$ cat config.mk
export PLATFORM = sky130hd
export DESIGN_NAME = timing_nco
export DESIGN_NICKNAME = d
export VERILOG_FILES = /design/src/rtl/timing_nco_pkg.sv /design/src/rtl/nco_regs.sv /design/src/rtl/nco_offset.sv /design/src/rtl/nco_accum.sv /design/src/rtl/timing_nco.sv
export SDC_FILE = /design/constraint.sdc
export NUM_CORES = 1
export LEC_CHECK = 0
export ABC_AREA = 1
export BUFFER_PORTS_ARGS = -buffer_cell sky130_fd_sc_hd__buf_2
export CAP_MARGIN = 10
export CORE_ASPECT_RATIO = 1.4
export CORE_MARGIN = 1.5
export CORE_UTILIZATION = 40
export DETAILED_ROUTE_END_ITERATION = 8
export HOLD_SLACK_MARGIN = 0.12
export SLEW_MARGIN = 25
export SYNTH_ARGS = -nofsm -noshare
export SYNTH_HDL_FRONTEND = slang
export SYNTH_HIERARCHICAL = 1
export SYNTH_SLANG_ARGS = --single-unit
$ cat constraint.sdc
create_clock -name clk -period 5.96 [get_ports clk]
set_input_delay 0.596 -clock clk [delete_from_list [all_inputs] [get_ports clk]]
set_output_delay 0.596 -clock clk [all_outputs]
set_load 0.05 [all_outputs]
$ cat src/rtl/timing_nco_pkg.sv
package timing_nco_pkg;

  // Configuration word, bit 5 down to bit 0
  typedef struct packed {
    logic       ext_sync_en;  // bit 5
    logic [1:0] ofs_width;    // bits 4:3
    logic       ofs_en;       // bit 2
    logic       acc_clear;    // bit 1
    logic       zero_on_upd;  // bit 0
  } nco_cfg_t;

  localparam int CFG_W     = $bits(nco_cfg_t);
  localparam int ADDR_CFG  = 0;
  localparam int ADDR_HOLD = 1;
  localparam int ADDR_UPD  = 2;

endpackage

$ cat src/rtl/nco_regs.sv
module nco_regs
  import timing_nco_pkg::*;
#(
  parameter int PHASE_W = 32,
  parameter int ADDR_W  = 2
) (
  input  logic               clk,
  input  logic               rst,
  input  logic               wr_en,
  input  logic [ADDR_W-1:0]  wr_addr,
  input  logic [PHASE_W-1:0] wr_data,
  input  logic               sync_in,
  output nco_cfg_t           cfg_q,
  output logic [PHASE_W-1:0] active_q,
  output logic               xfer_zero
);

  logic [PHASE_W-1:0] hold_q;
  logic               sync_q;
  logic               wr_cfg, wr_hold, wr_upd;
  logic               sync_fire, xfer;

  assign wr_cfg    = wr_en && (wr_addr == ADDR_W'(ADDR_CFG));
  assign wr_hold   = wr_en && (wr_addr == ADDR_W'(ADDR_HOLD));
  assign wr_upd    = wr_en && (wr_addr == ADDR_W'(ADDR_UPD));
  assign sync_fire = cfg_q.ext_sync_en && sync_in && !sync_q;
  // strobe and sync merge into one transfer
  assign xfer      = wr_upd || sync_fire;
  assign xfer_zero = xfer && cfg_q.zero_on_upd;

  always_ff @(posedge clk) begin
    if (rst) begin
      cfg_q    <= '0;
      hold_q   <= '0;
      active_q <= '0;
      sync_q   <= 1'b0;
    end else begin
      sync_q <= sync_in;
      if (wr_cfg)  cfg_q    <= nco_cfg_t'(wr_data[CFG_W-1:0]);
      if (wr_hold) hold_q   <= wr_data;
      if (xfer)    active_q <= hold_q;
    end
  end


  ext_ignored_chk: assert property (@(posedge clk) disable iff (rst)
    (!cfg_q.ext_sync_en && !wr_upd) |=> $stable(active_q));


  hold_isolated_chk: assert property (@(posedge clk) disable iff (rst)
    (wr_hold && !sync_fire) |=> $stable(active_q));


  strobe_xfer_chk: assert property (@(posedge clk) disable iff (rst)
    wr_upd |=> (active_q == $past(hold_q)));

endmodule

$ cat src/rtl/nco_offset.sv
module nco_offset
  import timing_nco_pkg::*;
#(
  parameter int PHASE_W = 32
) (
  input  logic [PHASE_W-1:0] offset_in,
  input  logic [1:0]         width_sel,
  input  logic               enable,
  output logic [PHASE_W-1:0] ofs_term
);

  localparam int STEP = PHASE_W / 4;

  logic [PHASE_W-1:0] cand [4];

  for (genvar g = 0; g < 4; g++) begin : g_width
    localparam int W = STEP * (g + 1);
    assign cand[g] = PHASE_W'(offset_in[W-1:0]) << (PHASE_W - W);
  end

  always_comb begin
    ofs_term = enable ? cand[width_sel] : '0;
  end

endmodule

$ cat src/rtl/nco_accum.sv
module nco_accum #(
  parameter int PHASE_W = 32
) (
  input  logic               clk,
  input  logic               rst,
  input  logic               samp_en,
  input  logic               zero_fb,
  input  logic [PHASE_W-1:0] incr,
  output logic [PHASE_W-1:0] phase_q,
  output logic               wrap_q
);

  logic [PHASE_W-1:0] fb;
  logic [PHASE_W:0]   sum;

  assign fb  = zero_fb ? '0 : phase_q;
  assign sum = {1'b0, fb} + {1'b0, incr};

  always_ff @(posedge clk) begin
    if (rst) begin
      phase_q <= '0;
      wrap_q  <= 1'b0;
    end else begin
      phase_q <= samp_en ? sum[PHASE_W-1:0] : fb;
      wrap_q  <= samp_en && sum[PHASE_W];
    end
  end


  hold_idle_chk: assert property (@(posedge clk) disable iff (rst)
    (!samp_en && !zero_fb) |=> ($stable(phase_q) && !wrap_q));


  wrap_carry_chk: assert property (@(posedge clk) disable iff (rst)
    (samp_en && !zero_fb) |=> (wrap_q == (phase_q < $past(phase_q))));


  idle_zero_chk: assert property (@(posedge clk) disable iff (rst)
    (zero_fb && !samp_en) |=> (phase_q == '0 && !wrap_q));

endmodule

$ cat src/rtl/timing_nco.sv
module timing_nco
  import timing_nco_pkg::*;
#(
  parameter int PHASE_W = 32,
  parameter int ADDR_W  = 2
) (
  input  logic               clk,
  input  logic               rst,
  input  logic               wr_en,
  input  logic [ADDR_W-1:0]  wr_addr,
  input  logic [PHASE_W-1:0] wr_data,
  input  logic               sync_in,
  input  logic               samp_en,
  input  logic [PHASE_W-1:0] offset_in,
  output logic [PHASE_W-1:0] phase_out,
  output logic               wrap_out
);

  nco_cfg_t           cfg;
  logic [PHASE_W-1:0] active_freq;
  logic [PHASE_W-1:0] ofs_term;
  logic [PHASE_W-1:0] incr;
  logic               xfer_zero;
  logic               zero_fb;

  nco_regs #(.PHASE_W(PHASE_W), .ADDR_W(ADDR_W)) u_regs (
    .clk       (clk),
    .rst       (rst),
    .wr_en     (wr_en),
    .wr_addr   (wr_addr),
    .wr_data   (wr_data),
    .sync_in   (sync_in),
    .cfg_q     (cfg),
    .active_q  (active_freq),
    .xfer_zero (xfer_zero)
  );

  nco_offset #(.PHASE_W(PHASE_W)) u_offset (
    .offset_in (offset_in),
    .width_sel (cfg.ofs_width),
    .enable    (cfg.ofs_en),
    .ofs_term  (ofs_term)
  );

  assign incr    = active_freq + ofs_term;
  assign zero_fb = cfg.acc_clear || xfer_zero;

  nco_accum #(.PHASE_W(PHASE_W)) u_accum (
    .clk     (clk),
    .rst     (rst),
    .samp_en (samp_en),
    .zero_fb (zero_fb),
    .incr    (incr),
    .phase_q (phase_out),
    .wrap_q  (wrap_out)
  );


  zero_on_xfer_chk: assert property (@(posedge clk) disable iff (rst)
    (xfer_zero && samp_en) |=> (phase_out == $past(incr)));

endmodule

==> results.py, run 1 <==
metrics = {
    "critical_path": {
        "setup.worst_path.end": "u_accum/phase_q[21]",
        "r2r_cells": 20,
        "crit_buf_inv": 3,
        "path_common_cell": "nand2_1",
        "critPathMaxStageDelay_ns": 0.50,
        "rrSetupSlack_ns": 1.68,
        "rr_startpoint": "u_regs/cfg_q[3]",
        "worst_path_max_delay_cell": "dfxtp_1",
        "worstSetupEndpointType": "flip-flop",
        "critPathKind": "reg2reg",
        "crit_cells": 20,
        "cp_top_family": "simple AND/OR/NAND/NOR gates",
        "worstPathMaxFanout": 28,
        "path_cells": "buf_4 -> inv_2 -> nor3_1 -> ha_1 -> nand2_1 -> nor2_1 -> nand3_1 -> nand3_1 -> xor2_1 -> ha_1 -> nand2_1 -> nor2_1 -> and2_1 -> nand2_1 -> nand2_2 -> nand2_1 -> nand3_1 -> nand3_1 -> nand2_1 -> inv_1",
        "r2r-end": "u_accum/phase_q[21]",
        "start_kind": "flip-flop",
        "arrival_ns": 4.55,
        "crit_start": "u_regs/cfg_q[3]",
        "cp.required_ns": 6.23,
    },
    "clock_network": {
        "cts.clk_slew.worst_paths_ns": 0.08,
        "clk_path_buf_depth": 2,
        "cts_tree": "done",
        "htreeDepth": 3,
        "post_cts_resize_count": 0,
        "cts_sinks": 104,
        "cts_made_buffers": 9,
        "root_buffer": "clkbuf_16",
        "hold_buffers": 0,
        "clk_latency_ns": 0.37,
        "cts_setup_buffers": 0,
    },
    "floorplanning": {
        "start_util_pct": 40.6,
        "die_height_um": 187,
        "fp-row-count": 67,
        "core_area_sq_um": 23800,
        "dieArea_sq_um": 25100,
        "die_w_um": 134,
        "ioPinCount": 104,
    },
    "route": {
        "wl_per_cell_um": 13.8,
        "ant_nets": 0,
        "num_vias": 10400,
        "wl_mm": 29.6,
        "dr.pass1.iters": 5,
        "drt-vias-per-instance": 4.82,
        "drc_errors": 0,
        "drtIter0Drc": 503,
    },
    "placed_design": {
        "dp_hpwl_mm": 23.7,
        "gp_congestion": 0.973,
        "port_buffers": 103,
        "dpl_worst_slack_ns": 1.77,
    },
    "global_route": {
        "grt_overflow": 0,
        "use_met3_pct": 2.98,
        "grt_pass1_vias": 9978,
        "grt_use_met2_pct": 42.0,
        "top_usage_layer": "met2",
        "grtUsageTotal_pct": 24.2,
        "grt_max_degree": 65,
        "grt_pass1_wl_mm": 48.1,
        "antenna_found_initial": 0,
        "grt_use_met1_pct": 28.5,
    },
    "timing": {
        "setup_tns_ns": 0,
        "skew_ns": 0.00908,
        "rsz0062_at_grt": "false",
        "min_period_ns": 4.28,
        "hold_viol": 0,
        "hold_ws_ns": 0.443,
        "maxSlewHeadroom_pct": 39.8,
        "fin_crit_sh_pct": 71.8,
        "clock.fmax_mhz": 234,
        "finalSetupViolations": 0,
        "slew_viol_final": 0,
        "fin_ws_ns": 1.68,
        "tightest_slew_ns": 0.898,
    },
    "power_and_ir_drop": {
        "p_leak_nw": 6.74,
        "p_per_area_nw_per_um2": 182,
        "ir_worst_vdd_v": 0.000162,
    },
    "min_path": {
        "hp-class": "in2reg",
        "hold_path_depth": 3,
    },
    "cells_and_area": {
        "nNetsFinal": 1971,
        "n_antenna_cell": 0,
        "drive_above_1_share_pct": 8.80,
        "syn_to_final_growth_pct": 10.3,
        "fill_cells": 2733,
    },
    "synthesis": {
        "ys_ff_latch": 104,
        "postSynth.asyncResetShare_pct": 0,
        "synth_common_cells": "581 x nand2_1, 357 x inv_1, 217 x nor2_1, 120 x nand3_1, 115 x a21oi_1",
        "yosys_warnings": 6,
        "synth_fp_nets": 1899,
        "seq_area_frac_synth_pct": 21.5,
        "synth_xor_area_share_pct": 2.17,
        "syn_area_sq_um": 9670,
        "synth_top_family_by_area": "simple AND/OR/NAND/NOR gates",
        "yosys.area_share.simple_pct": 40.7,
        "yosysMostFrequentCell": "nand2_1",
        "muxShareOfSynthArea_pct": 0,
        "synthFlopType": "dfxtp_1",
        "synthTopCellsByArea": "nand2_1 23%, dfxtp_1 22%, inv_1 14%",
        "synth_top_area_cell": "nand2_1",
        "synth_compound_area_share_pct": 10.2,
        "yosysTopAreaCellShare_pct": 22.6,
        "synth_edf_count": 0,
        "synthCells": 1763,
        "synth_area_per_cell_sq_um": 5.48,
        "synth_cell_types": 35,
        "yosys.area_share.adder_pct": 8.57,
    },
    "outcome": {
        "outcome": "finished clean",
    },
    "job": {
        "drv_cap": 0,
    },
}
## cells by family after synthesis
kind of cell	Yosys count
compound gates	191
xor+xnor	24
fa+ha+maj	65
buf+inv	408
flops	104
simple gates	971
## metrics by stage
step                      util (%)  total power [W]  instance area, sq um  std cells
after CTS                     44.8          0.00196                 10700       2150
after floorplan                  -          0.00116                  9670       1763
after global routing          44.8          0.00206                 10700       2150
after detailed placement      43.5          0.00130                 10400       2134
final                         44.8          0.00195                 10700       2150
after global placement        43.5          0.00130                 10400       2134
## cell usage in the layout (no fill, tap or decap), types with 16 or more instances in the layout
| cell type | count |
|---|---|
| dfxtp_1 | 104 |
| nor2_1 | 217 |
| nand3_1 | 118 |
| a21oi_1 | 115 |
| nand2_1 | 581 |
| o21ai_0 | 55 |
| inv_1 | 356 |
| ha_1 | 63 |
| buf_2 | 103 |
| xor2_1 | 20 |
| nand2_2 | 16 |
## worst min path at each step
stage,from,to
3_5_place_dp,u_regs/hold_q[22],u_regs/active_q[22]
3_3_place_gp,u_regs/cfg_q[1],u_regs/cfg_q[1]
4_1_cts,wr_data[10],u_regs/hold_q[10]
2_1_floorplan,u_regs/hold_q[14],u_regs/active_q[14]
6_report,wr_data[11],u_regs/hold_q[11]
5_1_grt,wr_data[25],u_regs/hold_q[25]
## worst min-delay path, cell delays in order
cell	delay, ns
buf_2	0.07
nor2_1	0.03
nor2_1	0.08
## per-layer routing
metal	vias up	wire, um	share of wire, %
li1	5489	-	-
met2	252	14400	48
met1	4555	12700	43
met5	-	0	0
met3	76	1020	3.5
met4	0	1510	5.1
## flip-flops by register name, indices dropped and copies added (netlist names)
name,flops
u_accum/phase_q,32
u_accum/wrap_q,1
u_regs/active_q,32
u_regs/cfg_q,6
u_regs/hold_q,32
u_regs/sync_q,1
## power by group
part           switching, W  internal [W]
combinational      0.000352      0.000166
sequential        0.0000290      0.000741
clock              0.000322      0.000336
## final cells by class
class	instances	area, sq um	share of cell area, %
timing repair buffer	108	553	5.19
clock inverter	7	86.3	0.810
inverter	361	1360	12.7
tap	310	388	3.64
sequential	104	2080	19.5
multi-input combinational	1251	5970	56.0
clock buffer	9	225	2.11
(Power assumes the default switching activity.)
==> run 2: changes to the inputs <==
- clock period: 5.96 -> 3.8 ns (I/O delays scaled with it)
==> run 2 against run 1 <==
  * Clock power grew 47%
  * Register-to-register slack worse by 1.5 ns
  * Critical path depth up 11
  * Die area is the same
  * Largest power group unchanged
  * Wire length rose by 7.6%
==> results.py, run 2 (synthesis results as in run 1) <==
metrics = {
    "global_route": {
        "grtUsageTotal_pct": 24.9,
        "grt_pass1_wl_mm": 49.7,
        "grt_pass1_vias": 10200,
        "grt_max_degree": 65,
        "grt_overflow": 0,
        "antenna_found_initial": 0,
    },
    "critical_path": {
        "critPathKind": "reg2reg",
        "worstPathMaxFanout": 15,
        "worstSetupEndpointType": "flip-flop",
        "cp.required_ns": 4.08,
        "rr_startpoint": "u_regs/cfg_q[3]",
        "r2r_cells": 31,
        "r2r-end": "u_accum/phase_q[30]",
        "worst_path_max_delay_cell": "dfxtp_4",
        "critPathMaxStageDelay_ns": 0.41,
        "start_kind": "flip-flop",
        "arrival_ns": 3.92,
        "rrSetupSlack_ns": 0.16,
        "path_common_cell": "nand2_1",
    },
    "timing": {
        "setup_tns_ns": 0,
        "rsz0062_at_grt": "true",
        "maxSlewHeadroom_pct": 41.7,
        "slew_viol_final": 0,
        "fin_crit_sh_pct": 95.7,
        "tightest_slew_ns": 0.870,
        "hold_viol": 0,
        "skew_ns": 0.00998,
        "finalSetupViolations": 0,
        "fin_ws_ns": 0.164,
        "clock.fmax_mhz": 275,
        "min_period_ns": 3.64,
    },
    "power_and_ir_drop": {
        "internal_power_w": 0.00203,
        "p_per_area_nw_per_um2": 259,
        "clockPowerShare_pct": 30.2,
        "seqPwrFrac_pct": 37.8,
        "combinationalPowerShare_pct": 32.0,
        "p_sw_w": 0.00118,
        "p_leak_nw": 7.35,
        "switching_share_pct": 36.8,
        "ir_worst_vdd_v": 0.000244,
    },
    "route": {
        "ant_nets": 0,
        "drtIter0Drc": 451,
        "drt-vias-per-instance": 4.76,
        "num_vias": 10800,
        "wl_per_cell_um": 14.1,
        "wl_mm": 31.9,
        "dr.pass1.iters": 6,
        "drc_errors": 0,
    },
    "cells_and_area": {
        "instances_no_fill": 2260,
        "final_common_cell": "nand2_1",
        "n_antenna_cell": 0,
        "drive_above_1_share_pct": 21.7,
        "syn_to_final_growth_pct": 28.1,
        "fill_cells": 2580,
        "final_cell_area_sq_um": 12400,
        "nNetsFinal": 2081,
        "final_cell_mix": "542 x nand2_1, 354 x inv_1, 190 x nor2_1",
        "top_regs": "u_accum/phase_q x32, u_regs/active_q x32, u_regs/hold_q x32",
        "fin_util_pct": 52.0,
    },
    "clock_network": {
        "cts.clk_slew.worst_paths_ns": 0.08,
        "cts_made_buffers": 9,
        "clk_latency_ns": 0.37,
        "clk_path_buf_depth": 2,
        "htreeDepth": 3,
        "hold_buffers": 0,
        "cts_sinks": 104,
        "root_buffer": "clkbuf_16",
        "cts_tree": "done",
    },
    "placed_design": {
        "dpl_cell_area_sq_um": 11100,
        "port_buffers": 103,
        "dp_hpwl_mm": 25.2,
        "dp.cells": 2232,
        "dpl_worst_slack_ns": -0.193,
        "gp_congestion": 0.917,
    },
    "job": {
        "drv_cap": 0,
    },
    "floorplanning": {
        "ioPinCount": 104,
        "die_w_um": 134,
        "fp-row-count": 67,
        "die_height_um": 187,
        "core_area_sq_um": 23800,
        "dieArea_sq_um": 25100,
        "start_util_pct": 40.6,
    },
    "outcome": {
        "outcome": "finished clean",
    },
    "min_path": {
        "whs_endpoint": "u_regs/hold_q[14]",
        "hold_path_depth": 3,
        "hold_start": "wr_data[14]",
        "hp-class": "in2reg",
    },
}
-- run 2: cell types whose count changed in the layout (fill, tap and decap cells not counted), moves of 21 or more --
cell	previous run	this run
a21oi_1	115	84
a21oi_2	1	31
buf_4	5	109
ha_1	63	31
ha_4	0	28
nand2_1	581	542
nand2_2	16	49
nor2_1	217	190
nor2_2	9	30
-- run 2: how the worst max path moves through the flow --
stage | start | end | slack (ns)
finish | u_regs/cfg_q[3] | u_accum/phase_q[30] | 0.16
global route | u_regs/cfg_q[3] | u_accum/phase_q[31] | -0.07
CTS | u_regs/cfg_q[3] | u_accum/phase_q[30] | 0.003
detailed placement | u_regs/cfg_q[3] | u_accum/phase_q[30] | -0.19
global placement | u_regs/cfg_q[3] | u_accum/phase_q[30] | -0.19
floorplan | u_regs/cfg_q[4] | u_accum/phase_q[30] | 0.47
-- run 2: cell type report --
class	instances	area, sq um	area share [%]
Multi-Input combinational cell	1251	6790	54.8
Clock inverter	7	76.3	0.616
Timing Repair Buffer	218	1460	11.8
Sequential cell	104	2090	16.8
Inverter	361	1360	11.0
Clock buffer	9	225	1.82
Tap cell	310	388	3.13
-- run 2: critical path, delay by kind of cell (launching register included) --
| family | cells | cell delay [ns] |
|---|---|---|
| flip-flops | 1 | 0.41 |
| adder cells (fa/ha/maj) | 2 | 0.57 |
| AND/OR/NAND/NOR | 20 | 1.57 |
| buffers and inverters | 7 | 0.67 |
| AO/OA/AOI/OAI | 2 | 0.31 |
-- run 2: power by group through the flow --
stage                     Combinational [W]  Sequential [W]  Clock (W)
after detailed placement           0.000907         0.00123          0
after global routing                0.00113         0.00122    0.00104
after global placement             0.000907         0.00123          0
after CTS                          0.000918         0.00120   0.000999
after floorplan                    0.000503         0.00132          0
final                               0.00103         0.00121   0.000969
-- run 2: metrics by stage --
step	hold WS [ns]	total power (W)
final	0.224	0.00321
after global routing	0.227	0.00340
after CTS	0.211	0.00312
after detailed placement	0.460	0.00214
after global placement	0.456	0.00214
after floorplan	0.446	0.00182
-- run 2: what timing repair did --
action                     in CTS  in global routing
setup endpoints to repair       8                 23
pin swaps                       2                 41
setup buffers                   2                  8
gates cloned                    0                  2
resized for setup              12                167
-- run 2: metal layers --
metal | GRT usage [%] | part of all wire (%) | up-vias
li1 | - | - | 5706
met1 | 29.3 | 42 | 4795
met2 | 45.2 | 51 | 203
met3 | 2.85 | 3.0 | 51
met4 | 10.5 | 3.5 | 0
met5 | 0 | 0 | -
==> run 3: changes to the inputs <==
- BUFFER_PORTS_ARGS: -buffer_cell sky130_fd_sc_hd__buf_2 -> -buffer_cell sky130_fd_sc_hd__buf_4
- SLEW_MARGIN: 25 -> default
==> run 3 against run 2 <==
  * First-iteration DRC count is 2.7% higher
  * Clock skew hardly changed
  * Register-to-register slack better by 0.06 ns
  * Fmax is 1.8% higher
  * Clock-buffer cell count is 1 higher
  * Die area stayed put
  * Global-route usage is 0.65 points lower
  * Non-clock buffer count is 70 lower
  * Design area is 5.8% lower
  * Utilization is 3.0 points lower
  * Combinational power is 9% lower
  * Hold slack better by 0.0038 ns
  * Highest routed layer unchanged
==> results.py, run 3 (synthesis results as in run 1) <==
metrics = {
    "outcome": {
        "outcome": "finished clean",
    },
    "floorplanning": {
        "die_height_um": 187,
        "core_area_sq_um": 23800,
        "start_util_pct": 40.6,
        "die_w_um": 134,
        "dieArea_sq_um": 25100,
        "fp-row-count": 67,
        "ioPinCount": 104,
    },
    "power_and_ir_drop": {
        "ir_worst_vdd_v": 0.000219,
        "p_per_area_nw_per_um2": 271,
        "p_leak_nw": 7.01,
    },
    "cells_and_area": {
        "drive_above_1_share_pct": 15.1,
        "fin_util_pct": 49.0,
        "n_antenna_cell": 0,
        "top_regs": "u_accum/phase_q x32, u_regs/active_q x32, u_regs/hold_q x32",
        "final_cell_mix": "568 x nand2_1, 355 x inv_1, 201 x nor2_1",
        "multiInputGateArea_sq_um": 6380,
        "final_cell_area_sq_um": 11700,
        "seqCellArea_sq_um": 2090,
        "syn_to_final_growth_pct": 20.7,
        "final_common_cell": "nand2_1",
        "nNetsFinal": 2012,
        "fill_cells": 2600,
    },
    "job": {
        "drv_cap": 0,
    },
    "critical_path": {
        "worstSetupEndpointType": "flip-flop",
        "path_common_cell": "nand2_1",
        "critPathMaxStageDelay_ns": 0.43,
        "critPathKind": "reg2reg",
        "start_kind": "flip-flop",
        "worst_path_max_delay_cell": "dfxtp_4",
        "cp.required_ns": 4.08,
        "worstPathMaxFanout": 13,
        "arrival_ns": 3.85,
        "crit_buf_inv": 7,
        "cp_top_family": "simple AND/OR/NAND/NOR gates",
    },
    "clock_network": {
        "cts.clk_slew.worst_paths_ns": 0.08,
        "root_buffer": "clkbuf_16",
        "cts_sinks": 104,
        "clk_path_buf_depth": 2,
        "cts_made_buffers": 9,
        "clk_latency_ns": 0.37,
        "cts_tree": "done",
        "htreeDepth": 3,
        "hold_buffers": 0,
    },
    "timing": {
        "finalSetupViolations": 0,
        "min_period_ns": 3.57,
        "hold_viol": 0,
        "rsz0062_at_grt": "true",
        "clock.fmax_mhz": 280,
        "setup_tns_ns": 0,
        "tightest_slew_ns": 0.998,
        "maxSlewHeadroom_pct": 33.4,
        "slew_viol_final": 0,
        "skew_ns": 0.0104,
        "fin_ws_ns": 0.228,
        "fin_crit_sh_pct": 94.0,
    },
    "placed_design": {
        "dpl_cell_area_sq_um": 10900,
        "port_buffers": 103,
        "gp_congestion": 0.907,
        "dp_hpwl_mm": 24.4,
        "dpl_worst_slack_ns": -0.0630,
    },
    "route": {
        "drt-vias-per-instance": 4.79,
        "wl_mm": 30.5,
        "ant_nets": 0,
        "drtIter0Drc": 463,
        "dr.pass1.iters": 6,
        "num_vias": 10500,
        "drc_errors": 0,
        "wl_per_cell_um": 13.9,
    },
    "global_route": {
        "grt_pass1_wl_mm": 48.2,
        "antenna_found_initial": 0,
        "grtUsageTotal_pct": 24.3,
        "grt_max_degree": 65,
        "grt_pass1_vias": 9938,
        "grt_overflow": 0,
    },
    "min_path": {
        "hp-class": "in2reg",
    },
}
[run 3: cell count changes in the layout (fill, tap and decap cells not counted), moves of 6 or more]
| cell | change |
|---|---|
| ha_4 | -16 |
| buf_2 | -103 |
| nor2_2 | -8 |
| ha_2 | +6 |
| ha_1 | +10 |
| a21oi_1 | +14 |
| nand2_2 | -21 |
| a21oi_2 | -13 |
| nor2_1 | +11 |
| nand2_1 | +26 |
| buf_4 | +35 |
[run 3: power breakdown]
part / internal (W) / total (W) / leakage, nW / switching, W
Combinational: 0.000358 / 0.000941 / 6.01 / 0.000583
Clock: 0.000522 / 0.00101 / 0.144 / 0.000489
Sequential: 0.00116 / 0.00121 / 0.855 / 0.0000487
Total: 0.00204 / 0.00316 / 7.01 / 0.00112
[run 3: tightest hold or removal path, stage by stage]
cell and delay (ns):
buf_4 0.08, nor2_1 0.03, nor2_1 0.08
[run 3: final timing paths]
| kind | from | to | slack, ns | cells past startpoint |
|---|---|---|---|---|
| worst min-delay path | wr_data[12] | u_regs/hold_q[12] | 0.23 | 3 |
| worst max-delay path | u_regs/cfg_q[3] | u_accum/phase_q[29] | 0.23 | 26 |
| worst max register to register | u_regs/cfg_q[3] | u_accum/phase_q[29] | 0.23 | 26 |
| worst min register to register | u_regs/hold_q[27] | u_regs/active_q[27] | 0.48 | 2 |
[run 3: metrics by stage]
| step | cells | power, W | hold WS, ns |
|---|---|---|---|
| 2_1_floorplan | 1763 | 0.00182 | 0.446 |
| 3_3_place_gp | 2171 | 0.00211 | 0.457 |
| 3_5_place_dp | 2171 | 0.00212 | 0.463 |
| 4_1_cts | 2187 | 0.00315 | 0.217 |
| 5_1_grt | 2191 | 0.00335 | 0.230 |
| 6_report | 2191 | 0.00316 | 0.227 |
[run 3: timing repair]
action	4_1_cts	5_1_grt
pin swaps	0	12
cloned	0	1
gates resized for setup	3	103
setup buffers	0	3
endpoints found under the setup margin	10	23
[run 3: per-layer routing]
layer / track usage [%] / wire [um]
met5: 0 / 0
met4: 12.0 / 1340
met3: 2.71 / 1080
met2: 43.4 / 15200
met1: 28.4 / 12800
[run 3: area by class of cell]
class	count	area share [%]
Clock inverter	6	0.622
Multi-Input combinational cell	1252	54.7
Clock buffer	10	1.96
Tap cell	310	3.32
Sequential cell	104	17.9
Inverter	361	11.7
Timing Repair Buffer	148	9.83
